===== config.mk =====
export PLATFORM = sky130hd
export DESIGN_NAME = sport_regs
export DESIGN_NICKNAME = d
export VERILOG_FILES = /design/src/rtl/sport_pkg.sv /design/src/rtl/sport_tx.sv /design/src/rtl/sport_csr.sv /design/src/rtl/sport_regs.sv
export SDC_FILE = /design/constraint.sdc
export NUM_CORES = 1
export LEC_CHECK = 0
export ABC_AREA = 0
export BUFFER_PORTS_ARGS = -buffer_cell sky130_fd_sc_hd__buf_4
export CORE_ASPECT_RATIO = 0.8
export CORE_MARGIN = 10
export CORE_UTILIZATION = 45
export DETAILED_ROUTE_END_ITERATION = 16
export HOLD_SLACK_MARGIN = 0.06
export PLACE_DENSITY_LB_ADDON = 0.12
export SYNTH_ARGS = -nofsm -noshare
export SYNTH_HDL_FRONTEND = slang
export SYNTH_HIERARCHICAL = 1
export SYNTH_SLANG_ARGS = --single-unit

===== constraint.sdc =====
create_clock -name clk -period 1.8 [get_ports clk]
set_clock_uncertainty 0.2 [all_clocks]
set_input_delay 0.27 -clock clk [delete_from_list [all_inputs] [get_ports clk]]
set_output_delay 0.27 -clock clk [all_outputs]
set_load 0.05 [all_outputs]

===== src/rtl/sport_pkg.sv =====
package sport_pkg;
    localparam int unsigned WORD_W     = 32;
    localparam int unsigned BYTE_W     = 8;
    localparam int unsigned IX_DOUT    = 0;
    localparam int unsigned IX_RXCTL   = 1;
    localparam int unsigned IX_STAT    = 2;
    localparam int unsigned IX_STAT_RC = 3;
    localparam int unsigned IX_ISTAT   = 4;
    localparam int unsigned IX_IMASK   = 5;
    localparam int unsigned IX_MSTAT   = 6;
    localparam int unsigned IX_ACK     = 7;
    localparam int unsigned SRC_TX     = 0;
    localparam int unsigned SRC_RX     = 3;
    localparam int unsigned BIT_DAV    = 16;
    localparam int unsigned BIT_TXRDY  = 17;
    localparam int unsigned BIT_TXIDLE = 18;

    typedef enum logic {
        TX_IDLE = 1'b0,
        TX_SEND = 1'b1
    } tx_state_e;
endpackage


===== src/rtl/sport_tx.sv =====
module sport_tx
    import sport_pkg::*;
#(
    parameter int unsigned DATA_W = BYTE_W
) (
    input  logic              clk,
    input  logic              rst_n,
    input  logic              load,
    input  logic [DATA_W-1:0] load_byte,
    input  logic              tx_ready,
    output logic              tx_valid,
    output logic [DATA_W-1:0] tx_data,
    output logic              busy
);
    tx_state_e         state_q, state_d;
    logic [DATA_W-1:0] byte_q;

    always_ff @(posedge clk or negedge rst_n) begin
        if (!rst_n) begin
            state_q <= TX_IDLE;
            byte_q  <= '0;
        end else begin
            state_q <= state_d;
            if (load) byte_q <= load_byte;
        end
    end

    always_comb begin
        state_d = state_q;
        unique case (state_q)
            TX_IDLE: if (load) state_d = TX_SEND;
            TX_SEND: begin
                if (load)          state_d = TX_SEND;
                else if (tx_ready) state_d = TX_IDLE;
            end
            default: state_d = TX_IDLE;
        endcase
    end

    always_comb begin
        tx_valid = (state_q == TX_SEND);
        busy     = (state_q == TX_SEND);
        tx_data  = byte_q;
    end
endmodule


===== src/rtl/sport_csr.sv =====
module sport_csr
    import sport_pkg::*;
#(
    parameter int unsigned IDX_W = 4
) (
    input  logic              clk,
    input  logic              rst_n,
    input  logic              wr,
    input  logic              rd,
    input  logic [IDX_W-1:0]  idx,
    input  logic [WORD_W-1:0] wdata,
    input  logic              rx_valid,
    input  logic [BYTE_W-1:0] rx_data,
    input  logic              tx_busy,
    output logic              rx_ready,
    output logic              tx_load,
    output logic [WORD_W-1:0] rdata,
    output logic              irq
);
    logic [WORD_W-1:0] dout_q, rxctl_q, istat_q, imask_q, rdata_q;
    logic [BYTE_W-1:0] rxbyte_q;
    logic              dav_q, pend_q;

    logic [WORD_W-1:0] ack_v, istat_w, istat_d, stat_word, rd_mux;
    logic              wr_ack, rearm, rx_take, rd_clear;

    always_comb begin
        tx_load  = wr && (idx == IDX_W'(IX_DOUT));
        wr_ack   = wr && (idx == IDX_W'(IX_ACK));
        rd_clear = rd && (idx == IDX_W'(IX_STAT_RC));
        rearm    = wr_ack && pend_q && wdata[SRC_TX];
        rx_ready = rxctl_q[0] || !istat_q[SRC_RX];
        rx_take  = rx_valid && rx_ready;

        ack_v = wr_ack ? wdata : '0;
        if (rearm) ack_v[SRC_TX] = 1'b0;

        istat_w = (wr && idx == IDX_W'(IX_ISTAT)) ? wdata : istat_q;
        if (tx_load || rearm) istat_w[SRC_TX] = 1'b1;
        istat_d = istat_w & ~ack_v;
        if (rx_take) istat_d[SRC_RX] = 1'b1;

        stat_word = '0;
        stat_word[BYTE_W-1:0] = rxbyte_q;
        stat_word[BIT_DAV]    = dav_q;
        stat_word[BIT_TXRDY]  = !tx_busy;
        stat_word[BIT_TXIDLE] = !tx_busy;

        unique case (idx)
            IDX_W'(IX_DOUT):    rd_mux = dout_q;
            IDX_W'(IX_RXCTL):   rd_mux = rxctl_q;
            IDX_W'(IX_STAT):    rd_mux = stat_word;
            IDX_W'(IX_STAT_RC): rd_mux = stat_word;
            IDX_W'(IX_ISTAT):   rd_mux = istat_q;
            IDX_W'(IX_IMASK):   rd_mux = imask_q;
            IDX_W'(IX_MSTAT):   rd_mux = istat_q & imask_q;
            default:            rd_mux = '0;
        endcase

        irq   = |(istat_q & imask_q);
        rdata = rdata_q;
    end

    always_ff @(posedge clk or negedge rst_n) begin
        if (!rst_n) begin
            dout_q   <= '0;
            rxctl_q  <= '0;
            istat_q  <= '0;
            imask_q  <= '0;
            rdata_q  <= '0;
            rxbyte_q <= '0;
            dav_q    <= 1'b0;
            pend_q   <= 1'b0;
        end else begin
            istat_q <= istat_d;
            if (tx_load) dout_q <= wdata;
            if (wr && idx == IDX_W'(IX_RXCTL)) rxctl_q <= wdata;
            if (wr && idx == IDX_W'(IX_IMASK)) imask_q <= wdata;
            if (rd) rdata_q <= rd_mux;
            if (tx_load)    pend_q <= 1'b1;
            else if (rearm) pend_q <= 1'b0;
            if (rx_take) begin
                rxbyte_q <= rx_data;
                dav_q    <= 1'b1;
            end else if (rd_clear) begin
                dav_q <= 1'b0;
            end
        end
    end
endmodule


===== src/rtl/sport_regs.sv =====
module sport_regs
    import sport_pkg::*;
#(
    parameter int unsigned ADDR_W = 6
) (
    input  logic              clk,
    input  logic              rst_n,
    input  logic              bus_sel,
    input  logic              bus_we,
    input  logic [ADDR_W-1:0] bus_addr,
    input  logic [31:0]       bus_wdata,
    output logic [31:0]       bus_rdata,
    output logic              irq,
    output logic              tx_valid,
    input  logic              tx_ready,
    output logic [7:0]        tx_data,
    input  logic              rx_valid,
    output logic              rx_ready,
    input  logic [7:0]        rx_data
);
    localparam int unsigned IDX_W = ADDR_W - 2;

    logic [IDX_W-1:0] idx;
    logic             wr, rd, tx_load, tx_busy;

    assign idx = bus_addr[ADDR_W-1:2];
    assign wr  = bus_sel && bus_we;
    assign rd  = bus_sel && !bus_we;

    sport_csr #(.IDX_W(IDX_W)) u_csr (
        .clk(clk), .rst_n(rst_n), .wr(wr), .rd(rd), .idx(idx),
        .wdata(bus_wdata), .rx_valid(rx_valid), .rx_data(rx_data),
        .tx_busy(tx_busy), .rx_ready(rx_ready), .tx_load(tx_load),
        .rdata(bus_rdata), .irq(irq)
    );

    sport_tx #(.DATA_W(BYTE_W)) u_tx (
        .clk(clk), .rst_n(rst_n), .load(tx_load),
        .load_byte(bus_wdata[BYTE_W-1:0]), .tx_ready(tx_ready),
        .tx_valid(tx_valid), .tx_data(tx_data), .busy(tx_busy)
    );
endmodule


==> results of run 1 <==
==> Yosys cell counts, types with 2 or more instances <==
master	instances	area share
mux2_4	8	0.015
clkbuf_1	22	0.010
buf_4	4	0.0038
nor4b_4	2	0.0059
inv_1	2	0.00094
o221ai_1	27	0.030
nand3_1	11	0.0069
a21o_1	2	0.0019
buf_6	7	0.0099
mux2_1	57	0.080
nand2_1	58	0.027
a22o_1	15	0.016
a32oi_1	4	0.0044
dfrtp_1	179	0.56
a21oi_1	59	0.037
a222oi_1	21	0.026
nand2_2	2	0.0016
a22oi_1	16	0.015
nor3b_2	2	0.0031
buf_2	14	0.0088
mux2_2	47	0.066
mux2i_1	31	0.039
a221oi_1	9	0.0099
==> power by group through the flow <==
| stage | registers, mW | logic [mW] | clock network (mW) |
|---|---|---|---|
| 4_1_cts | 5.21 | 2.63 | 3.85 |
| 3_3_place_gp | 5.23 | 2.45 | 0 |
| 2_1_floorplan | 5.46 | 1.10 | 0 |
| 5_1_grt | 5.31 | 2.82 | 4.05 |
| 6_report | 5.22 | 2.62 | 3.79 |
| 3_5_place_dp | 5.27 | 2.51 | 0 |
==> critical path, cell delays in order (launching register included) <==
cell	delay, ns
dfrtp_1	0.38
a22o_1	0.27
a221oi_2	0.21
nand3_1	0.15
or4_4	0.52
buf_8	0.17
==> layer usage <==
layer  GRT usage  up-vias  wire length (um)
li1            -     2828                 -
met4      0.0467        0               291
met1       0.284     3220             11000
met2       0.325      243             11500
met3      0.0538       26              1590
met5           0        -                 0
==> flip-flops by register name (all words and copies together) (netlist names) <==
signal and flops:
u_csr/pend_q 1, u_csr/dout_q 32, u_csr/rdata 32, u_tx/tx_data 8, u_csr/dav_q 1, u_tx/busy 1, u_csr/rxbyte_q 8, u_csr/rxctl_q 32
u_csr/imask_q 32, u_csr/istat_q 32
==> cell families (layout without fill, tap and decap cells) <==
logic type | Yosys count | after routing | share of synthesized area
and+or+nand+nor | 87 | 87 | 0.0579
buffers and inverters | 49 | 285 | 0.0336
AOI/OAI and AO/OA | 161 | 161 | 0.148
muxes | 143 | 143 | 0.200
DFF | 179 | 179 | 0.560
==> layout by cell type, fill, tap and decap left out, drive strengths merged, types with 3 or more instances in the layout <==
| cell type | count |
|---|---|
| nand3 | 11 |
| dfrtp | 179 |
| buf | 208 |
| o221ai | 27 |
| a21o | 3 |
| dlygate4sd3 | 43 |
| a22oi | 16 |
| a222oi | 21 |
| mux2i | 31 |
| a221oi | 9 |
| a22o | 15 |
| nand2 | 60 |
| mux2 | 112 |
| inv | 7 |
| a21oi | 59 |
| nor3b | 3 |
| a32oi | 4 |
| clkbuf | 21 |
==> worst min path at each step <==
stage                                  end         from  slack [ns]  cells past startpoint
2_1_floorplan      u_csr/dav_q$_DFFE_PN0P_        rst_n       -0.23                      0
3_3_place_gp   u_tx/tx_data[4]$_DFFE_PN0P_        rst_n       -0.01                      1
3_5_place_dp    u_csr/rdata[4]$_DFFE_PN0P_        rst_n      -0.007                      1
4_1_cts            u_csr/dav_q$_DFFE_PN0P_  bus_addr[4]        0.07                      4
5_1_grt            u_csr/dav_q$_DFFE_PN0P_  bus_addr[4]        0.10                      4
6_report           u_csr/dav_q$_DFFE_PN0P_  bus_addr[4]        0.09                      4
==> final cells by class <==
type                    instances  area (um^2)
clock buffers                  21          460
clock inverters                11          141
fillers                      1363         6410
inverters                       2         7.51
multi-input cells             391         3410
flip-flops and latches        179         4480
well taps                     225          282
repair buffers                251         2180
==> repair_timing <==
item / in CTS / in global routing
buffers inserted: 0 / 0
gates resized for setup: 4 / 1
pin swaps: 3 / 1
endpoints found under the setup margin: 1 / 2
endpoints found under the hold margin: 326 / 0
hold buffers: 43 / 0
==> flow_summary.toml, run 1 <==
[outcome]
status = "finished with violations"
failed_checks = "negative setup slack"

[setup_path]
crit_start = "u_csr/imask_q[5]$_DFFE_PN0P_"
r2r_end = "u_csr/rdata[18]$_DFFE_PN0P_"
required_ns = 1.33
cp_max_fo = 2
endpoint = "irq"
rr_worst_depth = 4
rr_startpoint = "u_csr/istat_q[18]$_DFF_PN0_"
worstPathArrival_ns = 2.13
ff2ff_setup_slack_ns = 0.22
cp-end-kind = "primary output"
crit_type = "flop to primary output"
critPathLaunchType = "flop"

[layout]
fin_cells = 1080
antennaDiodeCount = 0
finalInstanceArea_mm2 = 0.0110
syn2layout_area_growth_pct = 37.1
utilization = 0.631
final_nets = 894
drive_above_1_share = 0.398

[grt]
antenna_found_initial = 0
grt_max_degree = 52
grt_first_pass_wirelength_mm = 38.9
grt_overflow_total = 0
grt_util_all_layers = 0.208
grt_pass1_vias = 6841

[place]
dpl_cell_area_mm2 = 0.00991
gp_congestion = 0.831
port_buffers = 92
post-place-ws_ns = -0.408
place_inst = 1005
dp.final_hpwl_mm = 16.4

[power]
intPower_mw = 8.30
swShare = 0.286
p_leak_nw = 5.27
vdd_drop_max_uv = 583
p_sw_mw = 3.33
power.total_mw = 11.6
pwr-share-comb = 0.226
seq_power_share = 0.449
clkPwrFrac = 0.326
power_density_mw_per_mm2 = 1060

[yosys]
ys_seq_area_frac = 0.560
synth_cell_types = 43
synth_warnings = 6
synth_edf_count = 0
synth_cells = 619
syn-cell-area_mm2 = 0.00800
synth.avg_cell_area_um2 = 12.9
async_flop_share = 1.00
postSynth.topFlopCell = "dfrtp_1"
syn_nets = 671
ys_ff_latch = 179

[sta]
tightestPinTransition_ns = 1.04
finalMaxSlewViolations = 0
clock.fmax_mhz = 384
setup_viol = 1
final.period_utilization = 1.45
slew_headroom = 0.307
tns_ns = -0.802
period_needed_ns = 2.60
holdWs_ns = 0.0864
hold_viol_final = 0
rsz0062_at_grt = "true"
setup_ws_ns = -0.802

[routing]
wire_per_inst_um = 22.5
first_iter_violations = 622
via_per_inst = 5.85
drt-total-wl_mm = 24.4
dr.pass1.iters = 6
ant_nets = 0
drc = 0
via_count = 6317

[min_path]
hold_class = "input pin to flop"

[cts]
htreeDepth = 4
clk_path_buf_depth = 2
cts_tree = "built"
clk_latency_ns = 0.43
clock-sinks = 179
clk_pin_slew_ns = 0.07
cts_root_buf = "clkbuf_16"
numCtsBuffers = 17

[floorplan]
die_area_mm2 = 0.0235
die_width_um = 169
io-pin-count = 95
initial_core_util = 0.460
die-height_um = 139
core_mm2 = 0.0174
rows = 43

[run]
drv_cap = 0
(Power assumes the default switching activity.)
==> run 2: changes to the inputs <==
- SKIP_CTS_REPAIR_TIMING: default -> 1
- clock period: 1.8 -> 2.9 ns (I/O delays scaled with it)
==> flow_summary.toml, run 2 (synthesis gave the netlist of run 1 again) <==
[floorplan]
io-pin-count = 95
rows = 43
die_width_um = 169
initial_core_util = 0.460
core_mm2 = 0.0174
die-height_um = 139
die_area_mm2 = 0.0235

[power]
p_sw_mw = 1.95
seq_power_share = 0.480
swShare = 0.284
power_density_mw_per_mm2 = 685
vdd_drop_max_uv = 320
intPower_mw = 4.93
pwr-share-comb = 0.175
p_leak_nw = 4.72
clkPwrFrac = 0.345

[sta]
period_needed_ns = 2.80
clock.fmax_mhz = 358
setup_viol = 0
slew_headroom = 0.625
finalMaxSlewViolations = 0
tns_ns = 0
rsz0062_at_grt = "false"
tightestPinTransition_ns = 0.549
final.period_utilization = 0.964
hold_viol_final = 0
setup_ws_ns = 0.103

[grt]
grt_pass1_vias = 6196
grt_first_pass_wirelength_mm = 36.6
grt_max_degree = 58
grt_util_all_layers = 0.196
antenna_found_initial = 0
grt_overflow_total = 0

[routing]
drt-total-wl_mm = 23.4
via_per_inst = 6.06
drc = 0
dr.pass1.iters = 6
wire_per_inst_um = 23.7
first_iter_violations = 620
via_count = 5978
ant_nets = 0

[layout]
antennaDiodeCount = 0
drive_above_1_share = 0.293
syn2layout_area_growth_pct = 25.4
final_nets = 801
layout_common_cells = "179 x dfrtp_1, 112 x buf_4, 59 x a21oi_1"
utilization = 0.577
fin_cells = 986
final_common_cell = "dfrtp_1"

[min_path]
min_to = "u_csr/dout_q[3]$_DFFE_PN0P_"
hold_class = "input pin to flop"
min_from = "bus_wdata[3]"
min_delay_path_depth = 2

[setup_path]
cp_cell_sequence = "a22o_1, a221oi_1, nand3_1, or4_4, buf_6"
rr_startpoint = "u_csr/rxctl_q[0]$_DFFE_PN0P_"
rr_worst_depth = 3
crit_type = "flop to primary output"
ff2ff_setup_slack_ns = 1.18
r2r_end = "u_csr/rxbyte_q[3]$_DFFE_PN0P_"
cp_max_fo = 4
worstPathArrival_ns = 2.16
cp_slowest_cell = "or4_4"
cp-end-kind = "primary output"
required_ns = 2.27
critPathMaxStageDelay_ns = 0.46
critPathLaunchType = "flop"

[place]
gp_congestion = 0.795
post-place-ws_ns = 0.427
port_buffers = 92
place_inst = 916
dp.final_hpwl_mm = 14.8

[cts]
clk_pin_slew_ns = 0.06
numCtsBuffers = 17
clk_latency_ns = 0.43
cts_root_buf = "clkbuf_16"
clock-sinks = 179
cts_tree = "built"
clk_path_buf_depth = 2
htreeDepth = 4

[outcome]
status = "completed"

[run]
drv_cap = 0
[run 2: changes by cell type in the layout (fill, tap and decap cells not counted), moves of 2 or more]
cell / previous run / this run
clkbuf_1: 2 / 0
mux2_1: 30 / 57
inv_8: 2 / 0
dlygate4sd3_1: 43 / 39
buf_4: 191 / 112
buf_12: 14 / 5
clkinv_2: 0 / 3
mux2_4: 35 / 8
[run 2: how the worst max path moves through the flow]
stage	slack, ns	end	from	cells after the start
floorplan	0.62	irq	u_csr/imask_q[9]$_DFFE_PN0P_	4
global placement	0.44	irq	u_csr/istat_q[7]$_DFF_PN0_	5
detailed placement	0.43	irq	u_csr/istat_q[7]$_DFF_PN0_	5
CTS	-0.05	irq	u_csr/istat_q[7]$_DFF_PN0_	5
global route	0.02	irq	u_csr/imask_q[2]$_DFFE_PN0P_	5
finish	0.10	irq	u_csr/imask_q[2]$_DFFE_PN0P_	5
[run 2: area by class of cell]
type | count | area, um^2
Clock buffer | 19 | 453
Inverter | 2 | 7.51
Tap cell | 225 | 282
Fill cell | 1409 | 7350
Multi-Input combinational cell | 391 | 3300
Timing Repair Buffer | 158 | 1350
Clock inverter | 12 | 155
Sequential cell | 179 | 4480
[run 2: layer usage]
metal  vias to the layer above  part of all wire  global-route usage
li1                       2637                 -                   -
met1                      3088              0.46               0.273
met2                       229              0.46               0.301
met3                        24             0.067              0.0495
met4                         0             0.011              0.0467
met5                         -                 0                   0
[run 2: critical path, delay by kind of cell (launching register included)]
kind,cells,cell delay [ns]
and+or+nand+nor,2,0.64
AOI/OAI and AO/OA,2,0.50
DFF,1,0.41
buffers and inverters,1,0.17
[run 2: power by group through the flow]
stage                     Combinational (mW)  Clock [mW]  Sequential, mW
after floorplan                        0.607           0            3.38
after global placement                  1.11           0            3.30
after detailed placement                1.15           0            3.33
after CTS                               1.15        2.42            3.29
after global routing                    1.31        2.54            3.35
final                                   1.20        2.37            3.30
[run 2: metrics by stage]
| stage | hold WS, ns | power (mW) | area, um^2 |
|---|---|---|---|
| floorplan | -0.0606 | 3.99 | 8000 |
| global placement | 0.247 | 4.41 | 9010 |
| detailed placement | 0.253 | 4.48 | 9010 |
| CTS | -0.199 | 6.86 | 9620 |
| global route | 0.0651 | 7.20 | 10000 |
| finish | 0.0717 | 6.88 | 10000 |
==> run 3: changes to the inputs <==
- ABC_AREA: 0 -> 1
- CAP_MARGIN: default -> 20
- SKIP_LAST_GASP: default -> 1
==> flow_summary.toml, run 3 <==
[setup_path]
cp_max_fo = 3
critPathMaxStageDelay_ns = 0.39
crit_type = "flop to primary output"
critPathLaunchType = "flop"
critPathTopFamily = "simple AND/OR/NAND/NOR gates"
worstPathArrival_ns = 1.64
path_buf_inv = 1
cp_slowest_cell = "dfrtp_1"
required_ns = 2.27
cp_cell_sequence = "nand2_1, nand4_1, nor2_1, nand4_1, buf_4"
cp-end-kind = "primary output"
critPathMostFrequentCell = "nand4_1"

[floorplan]
die-height_um = 144
die_width_um = 175
die_area_mm2 = 0.0252
core_mm2 = 0.0189
rows = 45
initial_core_util = 0.457
io-pin-count = 95

[layout]
finalInstanceArea_mm2 = 0.0105
utilization = 0.557
drive_above_1_share = 0.128
final_nets = 1271
antennaDiodeCount = 0
layout_common_cells = "417 x nand2_1, 179 x dfrtp_1, 116 x nand3_1"
final_common_cell = "nand2_1"
syn2layout_area_growth_pct = 21.9

[cts]
clk_path_buf_depth = 2
numCtsBuffers = 17
clock-sinks = 179
clk_pin_slew_ns = 0.06
cts_root_buf = "clkbuf_16"
htreeDepth = 4
clk_latency_ns = 0.43
cts_tree = "built"

[routing]
wire_per_inst_um = 17.1
via_per_inst = 5.11
ant_nets = 0
via_count = 7615
first_iter_violations = 758
drc = 0
dr.pass1.iters = 5
drt-total-wl_mm = 25.5

[yosys]
synth_common_cells = "418 x nand2_1, 179 x dfrtp_1, 116 x nand3_1"
netlist_top_cells_area = "dfrtp_1 52%, nand2_1 18%, nand3_1 6.7%"
syn_nets = 1174
postSynth.topFlopCell = "dfrtp_1"
synth.most_common_cell = "nand2_1"
ys_seq_area_frac = 0.518
synth_top_family_by_area = "simple AND/OR/NAND/NOR gates"
synth_top_cell_area_share = 0.518
synth_fa_ha_area_frac = 0
syn-cell-area_mm2 = 0.00864
synth_cell_types = 22
synth_edf_count = 0
synthMuxAreaShare = 0
yosys.area_share.simple = 0.323
synth_cells = 1122
ys_ff_latch = 179
synthXorXnorAreaFrac = 0
yosysTopAreaCell = "dfrtp_1"
synth-compound-area-share = 0.0895
synth_warnings = 6
synth.avg_cell_area_um2 = 7.70
async_flop_share = 1.00

[grt]
grt_pass1_vias = 7365
grt_util_all_layers = 0.205
grt_overflow_total = 0
grt_first_pass_wirelength_mm = 40.8
antenna_found_initial = 0
grt_max_degree = 65

[place]
port_buffers = 92
gp_congestion = 0.805
dpl_cell_area_mm2 = 0.00967
dp.final_hpwl_mm = 16.4

[outcome]
status = "completed"

[sta]
period_needed_ns = 2.28
final.period_utilization = 0.786
finalMaxSlewViolations = 0
holdWs_ns = 0.0375
setup_viol = 0
tightestPinTransition_ns = 0.796
rsz0062_at_grt = "false"
clock.fmax_mhz = 439
slew_headroom = 0.464
hold_viol_final = 0
tns_ns = 0

[power]
power_density_mw_per_mm2 = 670
p_leak_nw = 5.57
vdd_drop_max_uv = 357

[run]
drv_cap = 0

[min_path]
hold_class = "input pin to flop"
run 3: final cells by class:
| cell class | count | area (um^2) |
|---|---|---|
| multi-input combinational | 797 | 3600 |
| fill | 1826 | 8380 |
| timing repair buffer | 144 | 1220 |
| tap | 258 | 323 |
| sequential | 179 | 4480 |
| inverter | 80 | 300 |
| clock inverter | 9 | 154 |
| clock buffer | 22 | 454 |
run 3: final timing paths:
path / to / slack [ns] / cells after the start / start
min: u_tx/busy$_DFF_PN0_ / 0.04 / 4 / tx_ready
min in group asynchronous: u_tx/tx_data[4]$_DFFE_PN0P_ / 0.33 / 2 / rst_n
max in group asynchronous: u_csr/rxctl_q[28]$_DFFE_PN0P_ / 1.42 / 3 / rst_n
max reg2reg: u_csr/rdata[10]$_DFFE_PN0P_ / 1.16 / 5 / u_csr/istat_q[10]$_DFF_PN0_
max: irq / 0.62 / 5 / u_csr/imask_q[12]$_DFFE_PN0P_
min reg2reg: u_tx/tx_data[4]$_DFFE_PN0P_ / 0.27 / 2 / u_tx/tx_data[4]$_DFFE_PN0P_
run 3: where the power goes:
group          internal [mW]  switching [mW]
registers               2.96           0.298
clock network           1.46           0.975
logic                  0.487           0.880
run 3: per-stage QoR:
stage	setup slack (ns)	std cells	total power, mW
2_1_floorplan	0.944	1122	4.11
3_3_place_gp	0.518	1432	4.60
3_5_place_dp	0.479	1432	4.63
4_1_cts	0.578	1463	7.07
5_1_grt	0.520	1489	7.42
6_report	0.620	1489	7.06
run 3: kinds of logic (layout without fill, tap and decap cells):
group / count (synthesis) / in the layout
DFF: 179 / 179
and+or+nand+nor: 658 / 658
buffers and inverters: 146 / 255
AOI/OAI and AO/OA: 139 / 139
run 3: worst min-delay path: stages:
cell and delay (ns):
buf_4 0.08, inv_1 0.03, nand2_1 0.05, nand2_1 0.04
run 3: routing by layer:
metal | GRT usage | wire length [um]
met5 | 0 | 0
met4 | 0.0441 | 300
met3 | 0.0551 | 2160
met2 | 0.291 | 10600
met1 | 0.305 | 12500
